File: config.mk
export PLATFORM = sky130hd
export DESIGN_NAME = pfs_supervisor
export DESIGN_NICKNAME = d
export VERILOG_FILES = /design/src/rtl/pfs_pkg.sv /design/src/rtl/pfs_flag_filter.sv /design/src/rtl/pfs_power_fsm.sv /design/src/rtl/pfs_access_gate.sv /design/src/rtl/pfs_supervisor.sv
export SDC_FILE = /design/constraint.sdc
export NUM_CORES = 1
export LEC_CHECK = 0
export BUFFER_PORTS_ARGS = -buffer_cell sky130_fd_sc_hd__buf_2
export CAP_MARGIN = 5
export CORE_UTILIZATION = 34
export DETAILED_ROUTE_END_ITERATION = 10
export GPL_TIMING_DRIVEN = 0
export MAX_ROUTING_LAYER = met4
export SLEW_MARGIN = 20
export SYNTH_ARGS = -nofsm -noshare
export SYNTH_HDL_FRONTEND = slang
export SYNTH_SLANG_ARGS = --single-unit
export TNS_END_PERCENT = 10
File: constraint.sdc
create_clock -name clk -period 2.1 [get_ports clk]
set_input_delay 0.42 -clock clk [delete_from_list [all_inputs] [get_ports clk]]
set_output_delay 0.42 -clock clk [all_outputs]
set_load 0.05 [all_outputs]
File: src/rtl/pfs_pkg.sv
package pfs_pkg;
  typedef enum logic [2:0] {
    ST_UNARMED   = 3'd0,
    ST_NORMAL    = 3'd1,
    ST_PROTECTED = 3'd2,
    ST_BATTERY   = 3'd3,
    ST_RECOVERY  = 3'd4
  } pfs_state_e;

  localparam int NUM_FLAGS = 3;
  localparam int FL_SW     = 0;
  localparam int FL_FULL   = 1;
  localparam int FL_ARM    = 2;
endpackage

File: src/rtl/pfs_flag_filter.sv
module pfs_flag_filter #(
  parameter int STABLE_CYC = 4
) (
  input  logic clk,
  input  logic rst_n,
  input  logic raw_i,
  output logic flt_o
);
  localparam int CW = (STABLE_CYC > 1) ? $clog2(STABLE_CYC) : 1;
  localparam logic [CW-1:0] LAST = CW'(STABLE_CYC - 1);

  logic          sync1_q, sync2_q;
  logic          flt_q;
  logic [CW-1:0] run_q;

  always_ff @(posedge clk or negedge rst_n) begin
    if (!rst_n) begin
      sync1_q <= 1'b0;
      sync2_q <= 1'b0;
    end else begin
      sync1_q <= raw_i;
      sync2_q <= sync1_q;
    end
  end

  always_ff @(posedge clk or negedge rst_n) begin
    if (!rst_n) begin
      flt_q <= 1'b0;
      run_q <= '0;
    end else if (sync2_q != flt_q) begin
      if (run_q == LAST) begin
        flt_q <= sync2_q;
        run_q <= '0;
      end else begin
        run_q <= run_q + 1'b1;
      end
    end else begin
      run_q <= '0;
    end
  end

  assign flt_o = flt_q;
endmodule

File: src/rtl/pfs_power_fsm.sv
module pfs_power_fsm
  import pfs_pkg::*;
#(
  parameter int REC_CYC = 16
) (
  input  logic       clk,
  input  logic       rst_n,
  input  logic       f_sw,
  input  logic       f_full,
  input  logic       f_arm,
  input  logic       host_ce_n,
  output pfs_state_e state_o,
  output logic       armed_o
);
  localparam int RW = (REC_CYC > 1) ? $clog2(REC_CYC) : 1;
  localparam logic [RW-1:0] REC_LAST = RW'(REC_CYC - 1);

  pfs_state_e    state_q, state_d;
  logic          armed_q;
  logic [RW-1:0] rec_q, rec_d;
  logic          rec_done;

  assign rec_done = host_ce_n && (rec_q == REC_LAST);

  always_comb begin
    state_d = state_q;
    unique case (state_q)
      ST_UNARMED:   if (f_arm) state_d = ST_PROTECTED;
      ST_PROTECTED: begin
        if (!f_sw)       state_d = ST_BATTERY;
        else if (f_full) state_d = ST_RECOVERY;
      end
      ST_BATTERY:   if (f_sw) state_d = ST_PROTECTED;
      ST_RECOVERY: begin
        if (!f_full)       state_d = ST_PROTECTED;
        else if (rec_done) state_d = ST_NORMAL;
      end
      ST_NORMAL:    if (!f_full) state_d = ST_PROTECTED;
      default:      state_d = ST_UNARMED;
    endcase
  end

  always_comb begin
    rec_d = '0;
    if (state_q == ST_RECOVERY && f_full && host_ce_n && rec_q != REC_LAST)
      rec_d = rec_q + 1'b1;
  end

  always_ff @(posedge clk or negedge rst_n) begin
    if (!rst_n) begin
      state_q <= ST_UNARMED;
      armed_q <= 1'b0;
      rec_q   <= '0;
    end else begin
      state_q <= state_d;
      rec_q   <= rec_d;
      if (state_q == ST_UNARMED && f_arm) armed_q <= 1'b1;
    end
  end

  assign state_o = state_q;
  assign armed_o = armed_q;
endmodule

File: src/rtl/pfs_access_gate.sv
module pfs_access_gate
  import pfs_pkg::*;
(
  input  pfs_state_e state_i,
  input  logic       host_ce_n,
  input  logic       host_we_n,
  input  logic       host_oe_n,
  output logic       mem_ce_n,
  output logic       mem_we_n,
  output logic       dq_oe,
  output logic       sel_backup
);
  logic open_q;

  assign open_q     = (state_i == ST_NORMAL);
  assign mem_ce_n   = !open_q || host_ce_n;
  assign mem_we_n   = !open_q || host_ce_n || host_we_n;
  assign dq_oe      = open_q && !host_ce_n && !host_oe_n && host_we_n;
  assign sel_backup = (state_i == ST_BATTERY);
endmodule

File: src/rtl/pfs_supervisor.sv
module pfs_supervisor
  import pfs_pkg::*;
#(
  parameter int STABLE_CYC = 4,
  parameter int REC_CYC    = 16
) (
  input  logic       clk,
  input  logic       rst_n,
  input  logic       sup_sw_i,
  input  logic       sup_full_i,
  input  logic       sup_arm_i,
  input  logic       host_ce_n,
  input  logic       host_we_n,
  input  logic       host_oe_n,
  output logic       mem_ce_n,
  output logic       mem_we_n,
  output logic       dq_oe,
  output logic       sel_backup,
  output logic       batt_armed,
  output logic [2:0] status
);
  logic [NUM_FLAGS-1:0] raw_flags, flt_flags;
  pfs_state_e           state;

  assign raw_flags[FL_SW]   = sup_sw_i;
  assign raw_flags[FL_FULL] = sup_full_i;
  assign raw_flags[FL_ARM]  = sup_arm_i;

  for (genvar g = 0; g < NUM_FLAGS; g++) begin : g_flag
    pfs_flag_filter #(.STABLE_CYC(STABLE_CYC)) u_filt (
      .clk   (clk),
      .rst_n (rst_n),
      .raw_i (raw_flags[g]),
      .flt_o (flt_flags[g])
    );
  end

  pfs_power_fsm #(.REC_CYC(REC_CYC)) u_fsm (
    .clk       (clk),
    .rst_n     (rst_n),
    .f_sw      (flt_flags[FL_SW]),
    .f_full    (flt_flags[FL_FULL]),
    .f_arm     (flt_flags[FL_ARM]),
    .host_ce_n (host_ce_n),
    .state_o   (state),
    .armed_o   (batt_armed)
  );

  pfs_access_gate u_gate (
    .state_i    (state),
    .host_ce_n  (host_ce_n),
    .host_we_n  (host_we_n),
    .host_oe_n  (host_oe_n),
    .mem_ce_n   (mem_ce_n),
    .mem_we_n   (mem_we_n),
    .dq_oe      (dq_oe),
    .sel_backup (sel_backup)
  );

  assign status = state;
endmodule

==> results.tsv, run 1 <==
metric	value	unit
drc	0	
routed_wl	1460	µm
async_flop_share	100.0	%
wl_per_cell	11.97	µm
gp_congestion	0.7304	
place.port_buffers	15	
cts_buffer_depth	2	
finalSetupViolCount	0	
die_y	54.99	µm
yosysTopAreaCellShare	60.29	%
leakage	0.5323	nW
crit_path_end_kind	primary output	
cts-root-buf	clkbuf_4	
synth_nets	83	
fin_cells	122	
yosys_warnings	0	
first_iter_violations	12	
hold_buffers	0	
syn_inst	71	
ys_seq_area_share	60.29	%
grt_pass1_wl	2449	µm
fmax	0.4828	GHz
power	1.438	mW
htree_levels	1	
layout.nets	105	
clk_latency	300	ps
hp-class	in2async	
clkSinkCount	23	
start_util	37.18	%
synth_edf_count	0	
fin_setup_tns	0	ps
rsz0062_at_grt	yes	
r2r_slack	730	ps
syn_to_final_growth	18.09	%
syn-cell-area	954.7	µm²
vias_per_cell	5.033	
antenna_cells	0	
synth_common_cells	dfrtp_1, ha_1, mux2_2	
hold_violations	0	
drv_cap	0	
synth.most_common_cell	dfrtp_1	
yosysTopAreaCell	dfrtp_1	
worst_ep_arrival_time	1650	ps
synth_seq_cells	23	
fill_cells	252	
overflow	0	
power_density	1276	nW/µm²
cp_data_required_time	1680	ps
path_clk_slew	120	ps
core-area	2567	µm²
grt_pass1_vias	595	
fin_crit_sh	98.63	%
fin_worst_skew	6.854	ps
slew_viol_final	0	
grt_max_degree	24	
synth_cell_type_count	31	
crit_type	reg2out	
cts_made_buffers	3	
vdd_ir_drop_max	788.5	µV
post-route-min-period	2071	ps
ant_nets	0	
synth.area.top_cells	dfrtp_1, ha_1, mux2_2	
outcome	finished clean	
max_slew.worst_pin.slew	503.8	ps
ys.flop_type	dfrtp_1	
start_kind	register	
die_area	3024	µm²
row_count	18	
fp.dieW	54.99	µm
cts_tree	built	
antenna_found_initial	0	
grt.total_usage	11.89	%
dp.cells	116	
cp_max_fo	3	
vias	614	
first_pass_iters	3	
avgSynthCellArea	13.45	µm²
io_pins	16	
relSlewSlack	66.41	%
hpwlAfterDp	1034	µm
drive_gt1_share	34.78	%
-- power breakdown --
group	internal (mW)	total (mW)	leakage (nW)	switching, mW
sequential	0.561	0.638	0.282	0.0771
clock	0.0739	0.197	0.0150	0.123
combinational	0.254	0.603	0.236	0.349
-- critical path, cell delays in order (launching register included) --
cell and delay [ps]:
dfrtp_2 420, or4b_4 540, or2_1 240, buf_6 150
-- stage by stage --
step | hold slack, ps | worst slack, ps | utilization (%) | instance area [µm²]
floorplan | 124.4 | -173.2 | - | 964.7
CTS | 81.51 | -0.8930 | 43.32 | 1112
global placement | 332.9 | 168.3 | 41.96 | 1077
detailed placement | 336.3 | 154.9 | 41.96 | 1077
global route | 93.22 | -43.47 | 43.91 | 1127
finish | 65.90 | 28.79 | 43.91 | 1127
-- area by class of cell --
cell class              count  area, µm²  share of cell area [%]
flip-flops and latches     23      579.3                   51.39
multi-input cells          46      366.6                   32.52
repair buffers             19      117.6                   10.43
well taps                  30      37.54                   3.330
clock buffers               4      26.28                   2.331
-- registers in the layout, indices dropped and copies added, names as in the netlist --
register / cells
g_flag.u_filt.run_q: 6
u_fsm.rec_q: 4
g_flag.u_filt.flt_o: 3
g_flag.u_filt.sync1_q: 3
g_flag.u_filt.sync2_q: 3
u_fsm.state_o: 3
u_fsm.armed_o: 1
-- repair_timing --
action / 4_1_cts / 5_1_grt
setup buffers: 2 / 2
resized for setup: 4 / 0
pin swaps: 2 / 2
endpoints found under the setup margin: 2 / 2
-- kinds of logic after synthesis --
group,synth area share [%]
and+or+nand+nor,16.91
buffers and inverters,1.966
xor gates and xnor gates,3.670
AOI/OAI and AO/OA,7.209
muxes,4.718
DFF,60.29
adders and majority gates,5.243
-- layer usage --
metal  vias up  GRT usage [%]  wire length, µm
met5         -              -                0
met4         0          6.250               14
met3         2          2.459               68
met2        14          19.48              721
met1       300          13.67              655
li1        298              -                -
-- cell usage in the layout (no fill, tap or decap), drive strengths merged, types with 4 or more instances in the layout --
cell type and instances:
clkbuf 4, ha 4, dfrtp 23, nor3b 4, mux2 4, buf 19
-- worst paths after layout --
path | startpoint | to | cells after the start
max in group asynchronous | rst_n | u_fsm.state_o[1] | 1
setup / recovery | u_fsm.state_o[2] | mem_we_n | 3
hold reg to reg | g_flag[2].u_filt.sync1_q | g_flag[2].u_filt.sync2_q | 0
min in group clk | sup_full_i | g_flag[1].u_filt.sync1_q | 1
setup reg to reg | u_fsm.state_o[0] | u_fsm.rec_q[3] | 4
hold / removal | rst_n | g_flag[1].u_filt.sync1_q | 1
(Power assumes the default switching activity.)
==> run 2: changes to the inputs <==
--- a/config.mk
+++ b/config.mk
@@ -7,7 +7,7 @@
 export LEC_CHECK = 0
 export BUFFER_PORTS_ARGS = -buffer_cell sky130_fd_sc_hd__buf_2
 export CAP_MARGIN = 5
-export CORE_UTILIZATION = 34
+export CORE_UTILIZATION = 40
 export DETAILED_ROUTE_END_ITERATION = 10
 export GPL_TIMING_DRIVEN = 0
 export MAX_ROUTING_LAYER = met4
==> results.tsv, run 2 (synthesis gave the netlist of run 1 again) <==
metric	value	unit	change
ff_latch_area	579.3	µm²	unchanged
ant_nets	0		unchanged
place.port_buffers	15		unchanged
hpwlAfterDp	1088	µm	was 1034 µm
crit_path_end_kind	primary output		unchanged
fill_cells	212		was 252
vdd_ir_drop_max	881.2	µV	was 788.5 µV
r2r_slack	800	ps	was 730 ps
post-route-min-period	2088	ps	was 2071 ps
largest_reg_flops	6		unchanged
first_pass_iters	3		unchanged
grt_max_degree	24		unchanged
clk_latency	310	ps	was 300 ps
fin_crit_sh	99.45	%	was 98.63%
met1Wirelength	700	µm	was 655 µm
cp_data_required_time	1680	ps	about the same
crit_type	reg2out		unchanged
relSlewSlack	66.41	%	about the same
outcome	finished clean		unchanged
io_pins	16		unchanged
grt.total_usage	15.03	%	was 11.89%
multi_input_area	366.6	µm²	unchanged
cts_buffer_depth	2		unchanged
routed.top_layer	met4		unchanged
fin_util	49.86	%	was 43.91%
drv_cap	0		unchanged
slowest_stage	or4b_4		unchanged
syn_to_final_growth	16.64	%	was 18.09%
leakage	0.5215	nW	was 0.5323 nW
cts_tree	built		unchanged
antenna_found_initial	0		unchanged
met3_length	61	µm	was 68 µm
path_delay_family	simple AND/OR/NAND/NOR gates		unchanged
gp_congestion	0.7693		was 0.7304
path_clk_slew	130	ps	was 120 ps
slew_viol_final	0		unchanged
regMostFlops	g_flag.u_filt.run_q		unchanged
cts_made_buffers	3		unchanged
vias_per_cell	5.237		was 5.033
fp.dieW	50.86	µm	was 54.99 µm
htree_levels	1		unchanged
antenna_cells	0		unchanged
vias	618		was 614
cp_num_buf_inv	1		unchanged
fmax	0.4788	GHz	was 0.4828 GHz
overflow	0		unchanged
wl_met2	706	µm	was 721 µm
start_kind	register		unchanged
drc	0		unchanged
die_y	50.86	µm	was 54.99 µm
power_density	1286	nW/µm²	was 1276 nW/µm²
routed_wl	1479	µm	was 1460 µm
grt_pass1_wl	2691	µm	was 2449 µm
drive_gt1_share	34.44	%	was 34.78%
clkSinkCount	23		unchanged
layout.nets	103		was 105
power	1.432	mW	was 1.438 mW
crit_path_cell_trace	or4b_4, or2_1, buf_6		unchanged
hp-class	in2async		unchanged
max_slew.worst_pin.slew	503.8	ps	about the same
grt_pass1_vias	627		was 595
cp_max_fo	3		unchanged
final_common_cell	dfrtp_1		unchanged
layout_common_cells	dfrtp_1, buf_2, mux2_2, ha_1		was dfrtp_1, buf_2, mux2_2, ha_1, buf_4
row_count	17		was 18
start_util	42.75	%	was 37.18%
core-area	2233	µm²	was 2567 µm²
reg.largest.list	g_flag.u_filt.run_q (6), u_fsm.rec_q (4)		unchanged
die_area	2586	µm²	was 3024 µm²
fin_setup_tns	0	ps	unchanged
hold_violations	0		unchanged
slowest_delay	540	ps	about the same
wl_per_cell	12.53	µm	was 11.97 µm
worst_ep_arrival_time	1670	ps	was 1650 ps
fin_worst_skew	9.289	ps	was 6.854 ps
cts-root-buf	clkbuf_4		unchanged
first_iter_violations	9		was 12
rsz0062_at_grt	yes		unchanged
finalSetupViolCount	0		unchanged
-- run 2: cell types whose count changed in the layout (fill, tap and decap cells not counted) --
cell        previous run  this run
buf_4                  4         2
clkinvlp_4             0         1
clkbuf_1               1         0
-- run 2: final cells by class --
| cell class | count | area share, % |
|---|---|---|
| repair buffers | 17 | 9.213 |
| multi-input cells | 46 | 32.92 |
| well taps | 28 | 3.146 |
| flip-flops and latches | 23 | 52.02 |
| clock buffers | 3 | 2.022 |
| clock inverters | 1 | 0.6742 |
-- run 2: repair_timing --
| item | CTS | global route |
|---|---|---|
| hold buffers | 0 | 0 |
| endpoints found under the hold margin | 0 | 0 |
| buffers inserted | 2 | 0 |
| resized for setup | 4 | 0 |
| cloned | 0 | 0 |
| endpoints found under the setup margin | 3 | 2 |
| pin swaps | 2 | 2 |
-- run 2: routing by layer --
metal	track usage, %	vias to the layer above
met4	8.796	0
met2	22.44	15
li1	-	292
met3	3.571	2
met5	-	-
met1	18.70	309
-- run 2: through the flow --
step           cells  area [µm²]  hold WS (ps)  worst slack (ps)
2_1_floorplan     71       964.7         124.4            -173.2
3_3_place_gp     114        1075         335.9             166.6
3_5_place_dp     114        1075         337.1             153.5
4_1_cts          118        1114         58.73            -41.31
5_1_grt          118        1114         70.77            -69.78
6_report         118        1114         51.86             11.58
-- run 2: path summary, 6_finish.rpt --
check | start | end | cells after the start
setup / recovery | u_fsm.state_o[2] | mem_we_n | 3
hold / removal | rst_n | g_flag[2].u_filt.run_q[0] | 1
setup reg to reg | g_flag[1].u_filt.flt_o | u_fsm.rec_q[3] | 3
hold reg to reg | g_flag[0].u_filt.sync1_q | g_flag[0].u_filt.sync2_q | 0
max in group asynchronous | rst_n | u_fsm.state_o[0] | 1
min in group clk | sup_arm_i | g_flag[2].u_filt.sync1_q | 1
-- run 2: power by group --
group	internal [mW]	switching (mW)	total, mW
Sequential	0.561	0.0916	0.653
Clock	0.0725	0.132	0.205
Combinational	0.233	0.340	0.574
==> run 3: changes to the inputs <==
--- a/config.mk
+++ b/config.mk
@@ -5,13 +5,14 @@
 export SDC_FILE = /design/constraint.sdc
 export NUM_CORES = 1
 export LEC_CHECK = 0
+export ABC_AREA = 1
 export BUFFER_PORTS_ARGS = -buffer_cell sky130_fd_sc_hd__buf_2
 export CAP_MARGIN = 5
 export CORE_UTILIZATION = 40
 export DETAILED_ROUTE_END_ITERATION = 10
 export GPL_TIMING_DRIVEN = 0
 export MAX_ROUTING_LAYER = met4
-export SLEW_MARGIN = 20
+export SLEW_MARGIN = 5
 export SYNTH_ARGS = -nofsm -noshare
 export SYNTH_HDL_FRONTEND = slang
 export SYNTH_SLANG_ARGS = --single-unit
==> results.tsv, run 3 <==
metric	value	unit	change
pwr-share-clk	12.7	%	was 14.3%
row_count	17		unchanged
slowest_stage	dfrtp_2		was or4b_4
crit_path_end_kind	primary output		unchanged
die_area	2674	µm²	was 2586 µm²
syn_inst	101		was 71
first_iter_violations	6		was 9
ant_nets	0		unchanged
synth_nets	113		was 83
place.port_buffers	15		unchanged
vdd_ir_drop_max	916.4	µV	was 881.2 µV
cts_buffer_depth	2		unchanged
rsz0062_at_grt	no		was yes
fin_setup_tns	0	ps	unchanged
fp.dieW	51.71	µm	was 50.86 µm
dp.cells	144		was 114
fin_crit_sh	94.40	%	was 99.45%
worst_slack	117.5	ps	was 11.58 ps
synth_edf_count	0		unchanged
grt_pass1_wl	2856	µm	was 2691 µm
max_slew.worst_pin.slew	509.4	ps	was 503.8 ps
hold_violations	0		unchanged
wl_per_cell	10.87	µm	was 12.53 µm
clkSinkCount	23		unchanged
async_flop_share	100.0	%	unchanged
synth_seq_cells	23		unchanged
fin_cells	149		was 118
power_density	1360	nW/µm²	was 1286 nW/µm²
die_y	51.71	µm	was 50.86 µm
synth.most_common_cell	dfrtp_1		unchanged
final_common_cell	dfrtp_1		unchanged
cts_tree	built		unchanged
grt.total_usage	15.14	%	was 15.03%
drive_gt1_share	29.75	%	was 34.44%
gp_congestion	0.9461		was 0.7693
synth.area.top_cells	dfrtp_1, ha_1, nand3_1		was dfrtp_1, ha_1, mux2_2
hp-class	in2async		unchanged
post-route-min-period	1982	ps	was 2088 ps
net-switching-power	0.7020	mW	was 0.5641 mW
hold_buffers	0		unchanged
avgSynthCellArea	9.787	µm²	was 13.45 µm²
seqPwrFrac	41.9	%	was 45.6%
outcome	finished clean		unchanged
io_pins	16		unchanged
vias	750		was 618
yosysTopAreaCell	dfrtp_1		unchanged
leakage	0.5733	nW	was 0.5215 nW
layout.nets	134		was 103
htree_levels	1		unchanged
reg.largest.list	g_flag.u_filt.run_q (6), u_fsm.rec_q (4)		unchanged
relSlewSlack	66.04	%	was 66.41%
start_kind	register		unchanged
syn-cell-area	988.4	µm²	was 954.7 µm²
hpwlAfterDp	1228	µm	was 1088 µm
ys.flop_type	dfrtp_1		unchanged
syn_to_final_growth	16.84	%	was 16.64%
intPower	0.8690	mW	was 0.8674 mW
yosysTopAreaCellShare	58.23	%	was 60.29%
antenna_cells	0		unchanged
power_frac_comb	45.4	%	was 40.1%
path_clk_slew	120	ps	was 130 ps
first_pass_iters	4		was 3
worst_ep_arrival_time	1560	ps	was 1670 ps
largest_reg_flops	6		unchanged
drc	0		unchanged
vias_per_cell	5.034		was 5.237
routed_wl	1620	µm	was 1479 µm
swShare	44.69	%	was 39.41%
fmax	0.5044	GHz	was 0.4788 GHz
cts-root-buf	clkbuf_4		unchanged
place_ws	359.7	ps	was 153.5 ps
cts_made_buffers	3		unchanged
start_util	43.43	%	was 42.75%
core-area	2276	µm²	was 2233 µm²
fill_cells	215		was 212
r2r_slack	870	ps	was 800 ps
drv_cap	0		unchanged
synth_cell_type_count	18		was 31
cp_max_fo	5		was 3
cp_data_required_time	1680	ps	about the same
crit_type	reg2out		unchanged
whs	66.31	ps	was 51.86 ps
ys_seq_area_share	58.23	%	was 60.29%
layout_common_cells	dfrtp_1, buf_2, nor2_1		was dfrtp_1, buf_2, mux2_2, ha_1
synth_common_cells	dfrtp_1, nor2_1, nand2_1		was dfrtp_1, ha_1, mux2_2
fin_worst_skew	2.174	ps	was 9.289 ps
grt_pass1_vias	695		was 627
slowest_delay	460	ps	was 540 ps
overflow	0		unchanged
regMostFlops	g_flag.u_filt.run_q		unchanged
grt_max_degree	24		unchanged
crit_path_cell_trace	inv_2, nand3_1, nor2_1, inv_1, nor3_4, buf_6		was or4b_4, or2_1, buf_6
finalSetupViolCount	0		unchanged
yosys_warnings	0		unchanged
slew_viol_final	0		unchanged
clk_latency	300	ps	was 310 ps
antenna_found_initial	0		unchanged
==> run 3: cell count changes after synthesis, moves of 3 or more <==
cell,previous run,this run
o21ai_0,0,5
nor3b_1,3,0
nand3_1,1,10
nor2_1,2,13
nand2_2,0,3
nor2_2,0,3
nand2_1,2,12
mux2_2,4,0
inv_1,0,9
inv_2,0,4
==> run 3: path summary, 6_finish.rpt <==
kind                                     startpoint                        to  depth (start not counted)
setup reg to reg                   u_fsm.state_o[2]          u_fsm.state_o[1]                          6
min in group clk                         sup_full_i  g_flag[1].u_filt.sync1_q                          1
hold / removal                                rst_n  g_flag[1].u_filt.sync2_q                          1
hold reg to reg            g_flag[0].u_filt.sync1_q  g_flag[0].u_filt.sync2_q                          0
setup / recovery                   u_fsm.state_o[1]                     dq_oe                          6
max in group asynchronous                     rst_n          u_fsm.state_o[1]                          1
==> run 3: final cells by class <==
class	count	area, µm²	share of cell area (%)
Multi-Input combinational cell	65	375.4	32.50
Inverter	13	48.80	4.225
Clock buffer	3	22.52	1.950
Tap cell	28	35.03	3.034
Clock inverter	1	5.005	0.4334
Sequential cell	23	579.3	50.16
Timing Repair Buffer	16	88.84	7.692
==> run 3: cell families after synthesis <==
group | share of synthesized area (%)
adders and majority gates | 5.063
DFF | 58.23
buffers and inverters | 4.936
xor gates and xnor gates | 4.430
AOI/OAI and AO/OA | 4.811
and+or+nand+nor | 22.53
==> run 3: per-layer routing <==
layer / share of wire (%) / up-vias / global-route usage [%] / routed length, µm
met3: 7.2 / 2 / 4.094 / 116
li1: - / 366 / - / -
met1: 45 / 355 / 17.68 / 725
met5: 0 / - / - / 0
met2: 47 / 27 / 23.81 / 762
met4: 0.99 / 0 / 8.108 / 16
==> run 3: critical path, delay by kind of cell (launching register included) <==
family / cells / cell delay (ps)
flip-flops: 1 / 460
AND/OR/NAND/NOR: 3 / 440
buffers and inverters: 3 / 360
==> run 3: power by group through the flow <==
stage / sequential [mW] / clock, mW / combinational [mW]
CTS: 0.668 / 0.212 / 0.697
global route: 0.677 / 0.224 / 0.802
detailed placement: 0.679 / 0 / 0.694
global placement: 0.670 / 0 / 0.676
finish: 0.659 / 0.199 / 0.713
floorplan: 0.774 / 0 / 0.435
==> run 3: stage by stage <==
stage | util [%] | power (mW) | instance area [µm²]
floorplan | - | 1.209 | 1003
global placement | 48.93 | 1.346 | 1114
detailed placement | 48.93 | 1.373 | 1114
CTS | 50.25 | 1.577 | 1144
global route | 50.74 | 1.703 | 1155
finish | 50.74 | 1.571 | 1155
==> run 3: repair_timing <==
action,4_1_cts,5_1_grt
resized for setup,1,1
endpoints found under the setup margin,1,1
buffers inserted,0,1
